<file path="config.mk">
export PLATFORM = sky130hd
export DESIGN_NAME = vic_top
export DESIGN_NICKNAME = d
export VERILOG_FILES = /design/src/rtl/vic_pkg.sv /design/src/rtl/vic_sense.sv /design/src/rtl/vic_prio.sv /design/src/rtl/vic_top.sv
export SDC_FILE = /design/constraint.sdc
export NUM_CORES = 1
export LEC_CHECK = 0
export ABC_AREA = 1
export CAP_MARGIN = 20
export CORE_MARGIN = 5
export CORE_UTILIZATION = 40
export CTS_CLUSTER_DIAMETER = 120
export DETAILED_ROUTE_END_ITERATION = 7
export PLACE_DENSITY = 0.59
export SYNTH_ARGS = -nofsm -noshare
export SYNTH_HDL_FRONTEND = slang
export SYNTH_SLANG_ARGS = --single-unit
export TNS_END_PERCENT = 5
</file>
<file path="constraint.sdc">
create_clock -name clk_i -period 2.2 [get_ports clk_i]
set_input_delay 0.44 -clock clk_i [delete_from_list [all_inputs] [get_ports clk_i]]
set_output_delay 0.44 -clock clk_i [all_outputs]
set_load 0.05 [all_outputs]
</file>
<file path="src/rtl/vic_pkg.sv">
package vic_pkg;

    typedef enum logic [1:0] {
        WR_EXT_MASK = 2'd0,
        WR_SENSE    = 2'd1,
        WR_TMR_MASK = 2'd2,
        WR_PER_MASK = 2'd3
    } wr_sel_e;

    typedef enum logic [1:0] {
        SENSE_LOW_A = 2'b00,
        SENSE_LOW_B = 2'b01,
        SENSE_FALL  = 2'b10,
        SENSE_RISE  = 2'b11
    } sense_e;

endpackage

</file>
<file path="src/rtl/vic_sense.sv">
module vic_sense #(
    parameter int N = 8
) (
    input  logic           clk_i,
    input  logic           rst_ni,
    input  logic [N-1:0]   pin_i,
    input  logic [2*N-1:0] sense_i,
    output logic [N-1:0]   hit_o
);
    import vic_pkg::*;

    typedef struct packed {
        logic [N-1:0] s1;
        logic [N-1:0] s2;
        logic [N-1:0] s3;
    } sync_t;

    sync_t st_d, st_q;

    always_comb begin
        st_d    = st_q;
        st_d.s1 = pin_i;
        st_d.s2 = st_q.s1;
        st_d.s3 = st_q.s2;
    end

    always_ff @(posedge clk_i or negedge rst_ni) begin
        if (!rst_ni) begin
            st_q <= '{s1: '1, s2: '1, s3: '1};
        end else begin
            st_q <= st_d;
        end
    end

    for (genvar n = 0; n < N; n++) begin : g_pin
        sense_e mode;
        assign mode = sense_e'(sense_i[2*n+1:2*n]);
        always_comb begin
            case (mode)
                SENSE_FALL: hit_o[n] = !st_q.s2[n] && st_q.s3[n];
                SENSE_RISE: hit_o[n] = st_q.s2[n] && !st_q.s3[n];
                default:    hit_o[n] = !st_q.s2[n];
            endcase
        end
    end

endmodule

</file>
<file path="src/rtl/vic_prio.sv">
module vic_prio #(
    parameter int N = 24,
    localparam int IW = $clog2(N)
) (
    input  logic [N-1:0]  cand_i,
    output logic          any_o,
    output logic [IW-1:0] idx_o
);
    always_comb begin
        idx_o = '0;
        for (int i = N - 1; i >= 0; i--) begin
            if (cand_i[i]) idx_o = IW'(i);
        end
    end

    assign any_o = |cand_i;

endmodule

</file>
<file path="src/rtl/vic_top.sv">
module vic_top #(
    parameter int NUM_EXT = 8,
    parameter int NUM_TMR = 8,
    parameter int NUM_PER = 7,
    localparam int NUM_INT = NUM_TMR + NUM_PER,
    localparam int NSLOT   = 1 + NUM_EXT + NUM_INT,
    localparam int SLOT_W  = $clog2(NSLOT),
    localparam int VEC_W   = SLOT_W + 1,
    localparam int DW      = 2 * NUM_EXT
) (
    input  logic               clk_i,
    input  logic               rst_ni,
    input  logic [NUM_EXT-1:0] ext_pin_i,
    input  logic [NUM_INT-1:0] periph_req_i,
    input  logic               wr_en_i,
    input  logic [1:0]         wr_sel_i,
    input  logic [DW-1:0]      wr_data_i,
    input  logic               gie_set_i,
    input  logic               gie_clr_i,
    input  logic               ack_i,
    output logic               irq_o,
    output logic [VEC_W-1:0]   vec_o,
    output logic               gie_o
);
    import vic_pkg::*;

    localparam int TMR_BASE = 1 + NUM_EXT;
    localparam int PER_BASE = TMR_BASE + NUM_TMR;

    typedef struct packed {
        logic [NSLOT-1:0]   pend;
        logic               gie;
        logic [NUM_EXT-1:0] ext_mask;
        logic [DW-1:0]      sense;
        logic [NUM_TMR-1:0] tmr_mask;
        logic [NUM_PER-1:0] per_mask;
    } state_t;

    state_t st_d, st_q;

    logic [NUM_EXT-1:0] ext_hit;
    logic [NSLOT-1:0]   set_vec;
    logic [NSLOT-1:0]   en_vec;
    logic [NSLOT-1:0]   cand;
    logic [NSLOT-1:0]   pend_vis;
    logic               any_cand;
    logic [SLOT_W-1:0]  sel_idx;
    logic               take;

    vic_sense #(.N(NUM_EXT)) i_sense (
        .clk_i   (clk_i),
        .rst_ni  (rst_ni),
        .pin_i   (ext_pin_i),
        .sense_i (st_q.sense),
        .hit_o   (ext_hit)
    );

    assign set_vec = {periph_req_i, ext_hit, 1'b0};

    assign en_vec[0] = 1'b0;
    for (genvar n = 0; n < NUM_EXT; n++) begin : g_en_ext
        assign en_vec[1 + n] = st_q.ext_mask[n];
    end
    for (genvar k = 0; k < NUM_TMR; k++) begin : g_en_tmr
        assign en_vec[TMR_BASE + k] = st_q.tmr_mask[NUM_TMR - 1 - k];
    end
    for (genvar p = 0; p < NUM_PER; p++) begin : g_en_per
        assign en_vec[PER_BASE + p] = st_q.per_mask[p];
    end

    assign cand = st_q.pend & en_vec;

    vic_prio #(.N(NSLOT)) i_prio (
        .cand_i (cand),
        .any_o  (any_cand),
        .idx_o  (sel_idx)
    );

    assign irq_o    = st_q.gie && any_cand;
    assign take     = ack_i && irq_o;
    assign vec_o    = irq_o ? {sel_idx, 1'b0} : '0;
    assign gie_o    = st_q.gie;
    assign pend_vis = st_q.pend;

    always_comb begin
        st_d = st_q;
        st_d.pend = st_q.pend & ~(take ? (NSLOT'(1) << sel_idx) : '0);
        st_d.pend = st_d.pend | set_vec;
        if (take || gie_clr_i) begin
            st_d.gie = 1'b0;
        end else if (gie_set_i) begin
            st_d.gie = 1'b1;
        end
        if (wr_en_i) begin
            case (wr_sel_e'(wr_sel_i))
                WR_EXT_MASK: st_d.ext_mask = wr_data_i[NUM_EXT-1:0];
                WR_SENSE:    st_d.sense    = wr_data_i;
                WR_TMR_MASK: st_d.tmr_mask = wr_data_i[NUM_TMR-1:0];
                default:     st_d.per_mask = wr_data_i[NUM_PER-1:0];
            endcase
        end
    end

    always_ff @(posedge clk_i or negedge rst_ni) begin
        if (!rst_ni) begin
            st_q <= '0;
        end else begin
            st_q <= st_d;
        end
    end

endmodule


</file>
==> out/qor.csv, run 1 <==
metric,value,unit
outcome,finished with violations,
failing checks,negative setup slack,
top_reg_cell synth,dfrtp_1,
setup ws final,-0.433,ns
n_diodes,0,
Post-DP Area,4580,um^2
Peak VDD IR,0.338,mV
worst min path class,in -> async,
H-Tree Depth,3,
Worst setup EP type,output pin,
CTS clock-pin slew for the worst setup and hold paths,0.09,ns
Critical Path RT,1.76,ns
CTS buffer count,9,
Setup crit end,vec_o[1],
Crit Path Max Fanout,2,
via count,2953,
vias in the first global route,2882,
Cell variety after synth,27,
number of port buffers,53,
GP Congestion,0.870,
number of nets in the layout,543,
layout cells sized above 1,22.6,%
combinational share of power,24.0,%
initial antenna violation count,0,
"wirelength, routed",8.57,mm
Routed wire per std cell,14.0,um
number of I/O pins,55,
Max transition margin,66.7,%
CP max stage delay,0.39,ns
net count after synthesis,463,
startpoint types,register,
Hold Fails Final Rpt,0,
kind of critical path,reg -> out,
area of the multi-input gates,1430,um^2
yosys warns,0,
crit path DAT,2.19,ns
start of the worst register-to-register path,pend_vis[22],
Core Rows,35,
Synth Instances,416,
final instance area,4900,um^2
Synth async-reset ratio,100,%
Mapped Area,3720,um^2
Post-synth top cells,"nand2_1 (140), dfrtp_1 (63), o21ai_0 (48), inv_1 (47), nand3_1 (26)",
fillers,873,
CTS Buffer Depth,2,
CORE AREA,9150,um^2
Avg Inst Size Synth,8.94,um^2
worst skew pair latency,0.36,ns
CTS tree,done,
max-slew violation count,0,
Congestion Overflow GR,0,
Slowest cell on crit path,dfrtp_1,
r2r setup slk,-0.22,ns
Int Pwr,0.00263,W
r2r endpoint,pend_vis[7],
"count leader, synth",nand2_1,
worst clock skew,0.00999,ns
first-pass GRT wire length,14.3,mm
reg2reg path depth,29,
Starting DRT DRC Count,109,
Worst Hold Slack,0.0332,ns
gr usage total,16.3,%
Clock Sinks,87,
"most used cell, CP",nand2_1,
clock share of power,28.2,%
Max Cap Violations,0,
via/cell ratio,4.83,
post-place setup slack,-0.101,ns
register area share after synthesis,59.4,%
part of the power in registers,47.8,%
crit path launch,pend_vis[22],
register area,2210,um^2
initial core utilization,40.6,%
Psw,0.00125,W
post-synthesis register bit count,87,
DR pass1 iterations,4,
non-filler instance count after layout,612,
ANT nets after route,0,
root buffer cell,clkbuf_8,
Die X,106,um
die area,11300,um^2
largest net degree at the start of global routing,53,
Cells after DPL,589,
"EDFF count, synth",0,
Period minus WS final,2.63,ns
die height,106,um
Post-DP HPWL,6.37,mm
largest cells by area after synthesis,"dfrtp_1 (42%), dfstp_2 (17%), nand2_1 (14%), o21ai_0 (6.5%), inv_1 (4.7%)",
final worst-path cycle share,120,%
pwr dens,791,nW/um^2
RSZ-0062 raised after global routing,yes,
static leakage,2.30,nW
DR DRC count,0,
crit-path cells,"nand2_1, nand2_1, nand2_1, nand2_1, nand2_1, nand2_1, nand2_1, nand2_1, nand2_1, nand2_1, nand2_1, nand2_1, nand2_1, nand2_1, nand2_1, nand2_1, nand2_1, nand2_1, nand2_1, nand2_1, nand2_2, nand2_4, a21oi_4, buf_12",
utilization after layout,53.6,%
Slew @ Worst Pin,0.500,ns
"area leader, netlist",dfrtp_1,
Sw Ratio,32.3,%
Yosys top cell area share,42.4,%
Area Growth Syn to Fin,31.9,%
final setup fails,27,
Peak Freq,0.380,GHz
layer usage:
| metal | track usage [%] | vias to the layer above | part of all wire [%] |
|---|---|---|---|
| met5 | 0 | - | 0 |
| met4 | 4.75 | 0 | 1.3 |
| met3 | 4.68 | 11 | 6.5 |
| met2 | 26.3 | 70 | 46 |
| met1 | 21.3 | 1385 | 46 |
| li1 | - | 1487 | - |
worst min path at each step:
stage	depth (start not counted)	from	slack, ns	endpoint
floorplan	0	rst_ni	0.14	en_vec[10]
global placement	0	i_sense.st_d[10]	0.35	i_sense.st_d[2]
detailed placement	0	i_sense.st_d[13]	0.35	i_sense.st_d[5]
CTS	1	rst_ni	0.04	pend_vis[11]
global route	1	rst_ni	0.07	pend_vis[11]
finish	1	rst_ni	0.03	pend_vis[11]
cells in the final DEF (no fill, tap or decap):
cell type / count
a21oi_1: 2
o21ai_1: 3
nand3_2: 3
a31oi_1: 1
nand4_2: 1
nand2_4: 2
nor2_2: 5
o211ai_1: 1
dfstp_2: 24
nand3_1: 24
inv_2: 2
nor4_4: 1
nand4_4: 1
o31ai_1: 1
nor2_1: 11
buf_12: 5
o21bai_1: 4
inv_1: 45
mux2_2: 8
o21ai_0: 47
nand4_1: 3
conb_1: 1
nand2_1: 135
nand3_4: 1
a21oi_4: 2
clkinv_4: 2
inv_6: 2
inv_8: 2
clkbuf_8: 10
dfrtp_1: 63
o21a_1: 1
buf_4: 26
a21oi_2: 1
nand2_2: 7
nor2_4: 8
clkdlybuf4s50_1: 46
power groups by stage:
stage / combinational (W) / sequential [W] / clock, W
6_report: 0.000931 / 0.00185 / 0.00110
5_1_grt: 0.00104 / 0.00188 / 0.00119
4_1_cts: 0.000917 / 0.00186 / 0.00113
3_5_place_dp: 0.000837 / 0.00188 / 0
3_3_place_gp: 0.000828 / 0.00188 / 0
2_1_floorplan: 0.000503 / 0.00186 / 0
state kept, by name, indices dropped and copies added, names as in the netlist:
| signal | count |
|---|---|
| st_q | 16 |
| i_sense.st_d | 16 |
| gie_o | 1 |
| pend_vis | 23 |
| en_vec | 23 |
| i_sense.st_q | 8 |
cells by family after synthesis:
group	share of synthesized area [%]
multiplexers	2.42
buffers and inverters	5.72
other	0.101
AND/OR/NAND/NOR	23.4
flip-flops	59.4
AO/OA/AOI/OAI	8.98
what timing repair did:
action / in CTS / in global routing
setup endpoints to repair: 22 / 28
gates cloned: 0 / 0
setup buffers: 4 / 3
gates resized for setup: 16 / 5
hold buffers: 0 / 0
pin swaps: 4 / 2
worst max-delay path, delay by kind of cell, from the launching register on:
family | cells | cell delay (ns)
buffers and inverters | 1 | 0.15
AOI/OAI and AO/OA | 1 | 0.14
and+or+nand+nor | 22 | 1.13
DFF | 1 | 0.39
metrics by stage:
step	total power [W]	setup TNS, ns
6_report	0.00388	-3.54
5_1_grt	0.00411	-10.36
4_1_cts	0.00390	-3.37
3_5_place_dp	0.00272	-0.990
3_3_place_gp	0.00271	-0.633
2_1_floorplan	0.00237	-0.0889
final cells by class:
type                    count  area share [%]
inverters                  47            3.60
well taps                 111            2.83
clock buffers              10            2.81
multi-input cells         274            29.2
flip-flops and latches     87            45.0
repair buffers             77            15.4
clock inverters             6            1.17
Power figures use the tool's default switching activity.
==> run 2, diff against run 1 <==
- CORE_MARGIN: 5 -> 2
==> run 2 against run 1 <==
Net effect:
- the flow still finishes with violations (negative setup slack)
- power shrank 0.29%
- sequential share of layout area shrank 0.069 points
- final cell count shrank 0.16%
- worst setup slack gained 0.013 ns
- core utilization grew 0.34 points
- first-iteration DRC count shrank 5.5%
- flip-flop and latch count is the same
- register-to-register slack gained 0.07 ns
- sequential power is essentially flat
- final area grew 0.15%
==> out/qor.csv, run 2 (synthesis gave the netlist of run 1 again) <==
metric,value,unit
max-slew violation count,0,
worst min path class,in -> async,
Max Cap Violations,0,
crit path DAT,2.18,ns
Peak Freq,0.382,GHz
root buffer cell,clkbuf_8,
Starting DRT DRC Count,103,
Cells after DPL,590,
Area Growth Syn to Fin,32.1,%
reg2reg path depth,29,
Hold Fails Final Rpt,0,
Routed wire per std cell,13.9,um
r2r setup slk,-0.15,ns
setup ws final,-0.420,ns
CTS buffer count,9,
Post-CTS Hold Buffers,0,
number of I/O pins,55,
Peak VDD IR,0.379,mV
"most used cell, CP",nand2_1,
ANT nets after route,0,
Clock Sinks,87,
Core Rows,35,
initial antenna violation count,0,
Die X,100,um
Period minus WS final,2.62,ns
worst skew pair latency,0.36,ns
CTS Buffer Depth,2,
"wirelength, routed",8.48,mm
largest net degree at the start of global routing,33,
number of nets in the layout,542,
"most common cell after layout, fill and taps aside",nand2_1,
via/cell ratio,4.79,
Congestion Overflow GR,0,
DR DRC count,0,
die area,10100,um^2
M1 wire length,4.03,mm
n_diodes,0,
met2 wire length,4.00,mm
DR pass1 iterations,4,
vias in the first global route,2817,
Post-DP HPWL,6.39,mm
CP Buf/Inv Count,2,
number of port buffers,53,
startpoint types,register,
GP Congestion,0.892,
H-Tree Depth,3,
initial core utilization,40.8,%
CORE AREA,9110,um^2
static leakage,2.29,nW
failing checks,negative setup slack,
non-filler instance count after layout,611,
critical path's top delay family,simple AND/OR/NAND/NOR gates,
Crit path depth,25,
met3 WL,319,um
DR top layer,met4,
final worst-path cycle share,119,%
first-pass GRT wire length,14.0,mm
CTS clock-pin slew for the worst setup and hold paths,0.10,ns
via count,2924,
layout cells sized above 1,22.0,%
pwr dens,788,nW/um^2
RSZ-0062 raised after global routing,yes,
kind of critical path,reg -> out,
gr usage total,18.3,%
final setup fails,24,
outcome,finished with violations,
Slowest cell on crit path,dfrtp_1,
setup_tns,-2.90,ns
die height,100,um
CP max stage delay,0.36,ns
CTS tree,done,
worst clock skew,0.0195,ns
Crit Path Max Fanout,2,
"commonest cells after routing, fill and taps aside","nand2_1 (137), dfrtp_1 (63), o21ai_0 (48)",
Critical Path RT,1.76,ns
Worst setup EP type,output pin,
==> run 2: cell types whose count changed in the layout (fill, tap and decap cells not counted), moves of 2 or more <==
| cell | previous run | this run |
|---|---|---|
| nand2_1 | 135 | 137 |
| inv_6 | 2 | 0 |
| clkinvlp_4 | 0 | 2 |
| nand3_2 | 3 | 5 |
| nand3_1 | 24 | 22 |
| nand2_2 | 7 | 4 |
==> run 2: worst paths after layout <==
path | from | end
worst max-delay path | en_vec[23] | vec_o[1]
worst min-delay path | rst_ni | pend_vis[12]
worst max register to register | en_vec[23] | pend_vis[3]
worst min register to register | i_sense.st_d[2] | i_sense.st_q[2]
max in group asynchronous | rst_ni | i_sense.st_d[2]
min in group clk_i | i_sense.st_d[2] | i_sense.st_q[2]
==> run 2: through the flow <==
stage               power, W  hold slack, ns  util (%)  cell area, um^2  setup slack [ns]
floorplan            0.00237           0.144         -             3780           -0.0180
global placement     0.00270           0.346      50.4             4590           -0.0663
detailed placement   0.00272           0.347      50.4             4590            -0.102
CTS                  0.00389          0.0149      53.4             4860            -0.468
global route         0.00409          0.0347      53.9             4910            -0.707
finish               0.00387          0.0113      53.9             4910            -0.420
==> run 2: report_power, final <==
group / total, W / switching [W] / internal (W)
Sequential: 0.00186 / 0.0000938 / 0.00176
Clock: 0.00108 / 0.000640 / 0.000445
Combinational: 0.000928 / 0.000547 / 0.000381
Total: 0.00387 / 0.00128 / 0.00259
==> run 2: routing by layer <==
| layer | vias to the layer above | GRT usage (%) |
|---|---|---|
| li1 | 1489 | - |
| met1 | 1369 | 24.8 |
| met2 | 56 | 29.5 |
| met3 | 10 | 3.41 |
| met4 | 0 | 6.22 |
| met5 | - | 0 |
==> run 2: what timing repair did <==
item                       CTS  global route
setup buffers                2             3
gates resized for setup     14             6
pin swaps                    2             6
setup endpoints to repair   20            28
==> run 2: worst reg2reg max path, delay by kind of cell (launching register included) <==
kind	cells	cell delay (ns)
AND/OR/NAND/NOR	26	1.60
flip-flops	1	0.36
buffers and inverters	3	0.27
==> run 2: final cells by class <==
cell class                 count  area (um^2)
sequential                    87         2210
clock inverter                 7         73.8
fill                         859         4200
clock buffer                   9          124
timing repair buffer          76          748
tap                          111          139
multi-input combinational    274         1440
inverter                      47          176
==> run 3, diff against run 2 <==
- HOLD_SLACK_MARGIN: unset -> 0.08
- RECOVER_POWER: unset -> 25
- SKIP_LAST_GASP: unset -> 1
==> run 3 against run 2 <==
Net effect:
- the run still ends with negative setup slack left
- largest power group unchanged
- critical endpoint is now vec_o[2]
- count of clock-buffer cells in the layout unchanged
- largest cell class unchanged
- first-iteration DRC count down 9.7%
- critical path depth down 12
==> out/qor.csv, run 3 (synthesis gave the netlist of run 1 again) <==
metric,value,unit
outcome,finished with violations,
failing checks,negative setup slack,
Worst Hold Slack,0.365,ns
Period minus WS final,2.64,ns
RSZ-0062 raised after global routing,yes,
initial core utilization,40.8,%
CTS tree,done,
Core Rows,35,
GP Congestion,0.892,
Die X,100,um
gr usage total,18.1,%
Starting DRT DRC Count,93,
startpoint types,register,
CORE AREA,9110,um^2
max-slew violation count,0,
CTS Buffer Depth,2,
Post-DP HPWL,6.39,mm
ANT nets after route,0,
Clock Sinks,87,
pwr dens,784,nW/um^2
final setup fails,26,
H-Tree Depth,3,
vias in the first global route,2788,
Peak Freq,0.379,GHz
DR DRC count,0,
n_diodes,0,
kind of critical path,reg -> out,
Worst setup EP type,output pin,
Congestion Overflow GR,0,
Max Cap Violations,0,
worst min path class,reg -> reg,
die area,10100,um^2
die height,100,um
final instance area,4820,um^2
fillers,876,
initial antenna violation count,0,
CTS clock-pin slew for the worst setup and hold paths,0.10,ns
Hold Fails Final Rpt,0,
worst clock skew,0.0173,ns
Peak VDD IR,0.375,mV
Crit Path Max Fanout,6,
number of I/O pins,55,
post-place setup slack,-0.102,ns
Routed wire per std cell,13.7,um
static leakage,2.29,nW
setup ws final,-0.441,ns
via/cell ratio,4.71,
largest net degree at the start of global routing,33,
Area Growth Syn to Fin,29.7,%
crit path DAT,2.20,ns
root buffer cell,clkbuf_8,
number of port buffers,53,
via count,2876,
DR pass1 iterations,4,
worst skew pair latency,0.36,ns
"commonest cells after routing, fill and taps aside","nand2_1 (139), dfrtp_1 (63), o21ai_0 (48)",
Max transition margin,46.0,%
"most common cell after layout, fill and taps aside",nand2_1,
first-pass GRT wire length,13.8,mm
setup_tns,-3.62,ns
Post-DP Area,4590,um^2
Resized cells post-CTS,0,
Slew @ Worst Pin,0.810,ns
final worst-path cycle share,120,%
"wirelength, routed",8.34,mm
Final Power,0.00378,W
CTS buffer count,9,
Critical Path RT,1.76,ns
layout cells sized above 1,18.0,%
number of nets in the layout,542,
[run 3: cell types whose count changed in the layout (fill, tap and decap cells not counted), sizes merged]
cell           previous run  this run
dlygate4sd3               0         9
clkdlybuf4s50            46        38
buf                      30        28
clkbuf                    9        10
[run 3: final cells by class]
cell class | instances | area (um^2) | share of cell area (%)
tap | 111 | 139 | 2.88
clock inverter | 7 | 73.8 | 1.53
sequential | 87 | 2210 | 45.7
timing repair buffer | 76 | 748 | 15.5
inverter | 47 | 176 | 3.66
multi-input combinational | 274 | 1360 | 28.1
clock buffer | 9 | 124 | 2.57
[run 3: stage by stage]
stage	std cells	util (%)
6_report	611	53.0
4_1_cts	609	52.8
2_1_floorplan	416	-
3_3_place_gp	590	50.4
3_5_place_dp	590	50.4
5_1_grt	611	53.0
[run 3: worst max-delay path, stage by stage, from the launching register on]
cell,delay (ns)
dfrtp_1,0.41
nand2_1,0.09
nand2_1,0.07
a31oi_1,0.18
nor2_1,0.07
nor2_1,0.09
nor2_1,0.05
nor2_1,0.09
nor2_1,0.05
o21bai_1,0.19
a21oi_1,0.11
inv_1,0.22
nor2_4,0.07
buf_12,0.15
[run 3: worst paths after layout]
check                      depth (start not counted)        startpoint              end  slack [ns]
hold / removal                                     0  i_sense.st_d[11]  i_sense.st_d[3]        0.36
setup reg to reg                                  29        en_vec[23]     pend_vis[20]       -0.20
min in group asynchronous                          2            rst_ni     pend_vis[12]        0.71
setup / recovery                                  13      pend_vis[18]         vec_o[2]       -0.44
hold reg to reg                                    0  i_sense.st_d[11]  i_sense.st_d[3]        0.36
max in group asynchronous                          3            rst_ni  i_sense.st_d[2]        0.71
[run 3: where the power goes]
group	internal [W]	switching (W)
registers	0.00176	0.0000924
logic	0.000354	0.000495
clock network	0.000445	0.000637
total	0.00256	0.00122
[run 3: repair_timing]
action | 4_1_cts | 5_1_grt
setup buffers | 2 | 2
hold buffers | 1 | 0
pin swaps | 2 | 4
endpoints found under the hold margin | 22 | 0
setup endpoints to repair | 20 | 28
[run 3: routing by layer]
| layer | vias to the layer above | track usage [%] | routed length, um |
|---|---|---|---|
| li1 | 1489 | - | - |
| met1 | 1325 | 24.8 | 4050 |
| met2 | 54 | 29.3 | 3870 |
| met3 | 8 | 3.34 | 322 |
| met4 | 0 | 5.69 | 97 |
| met5 | - | 0 | 0 |
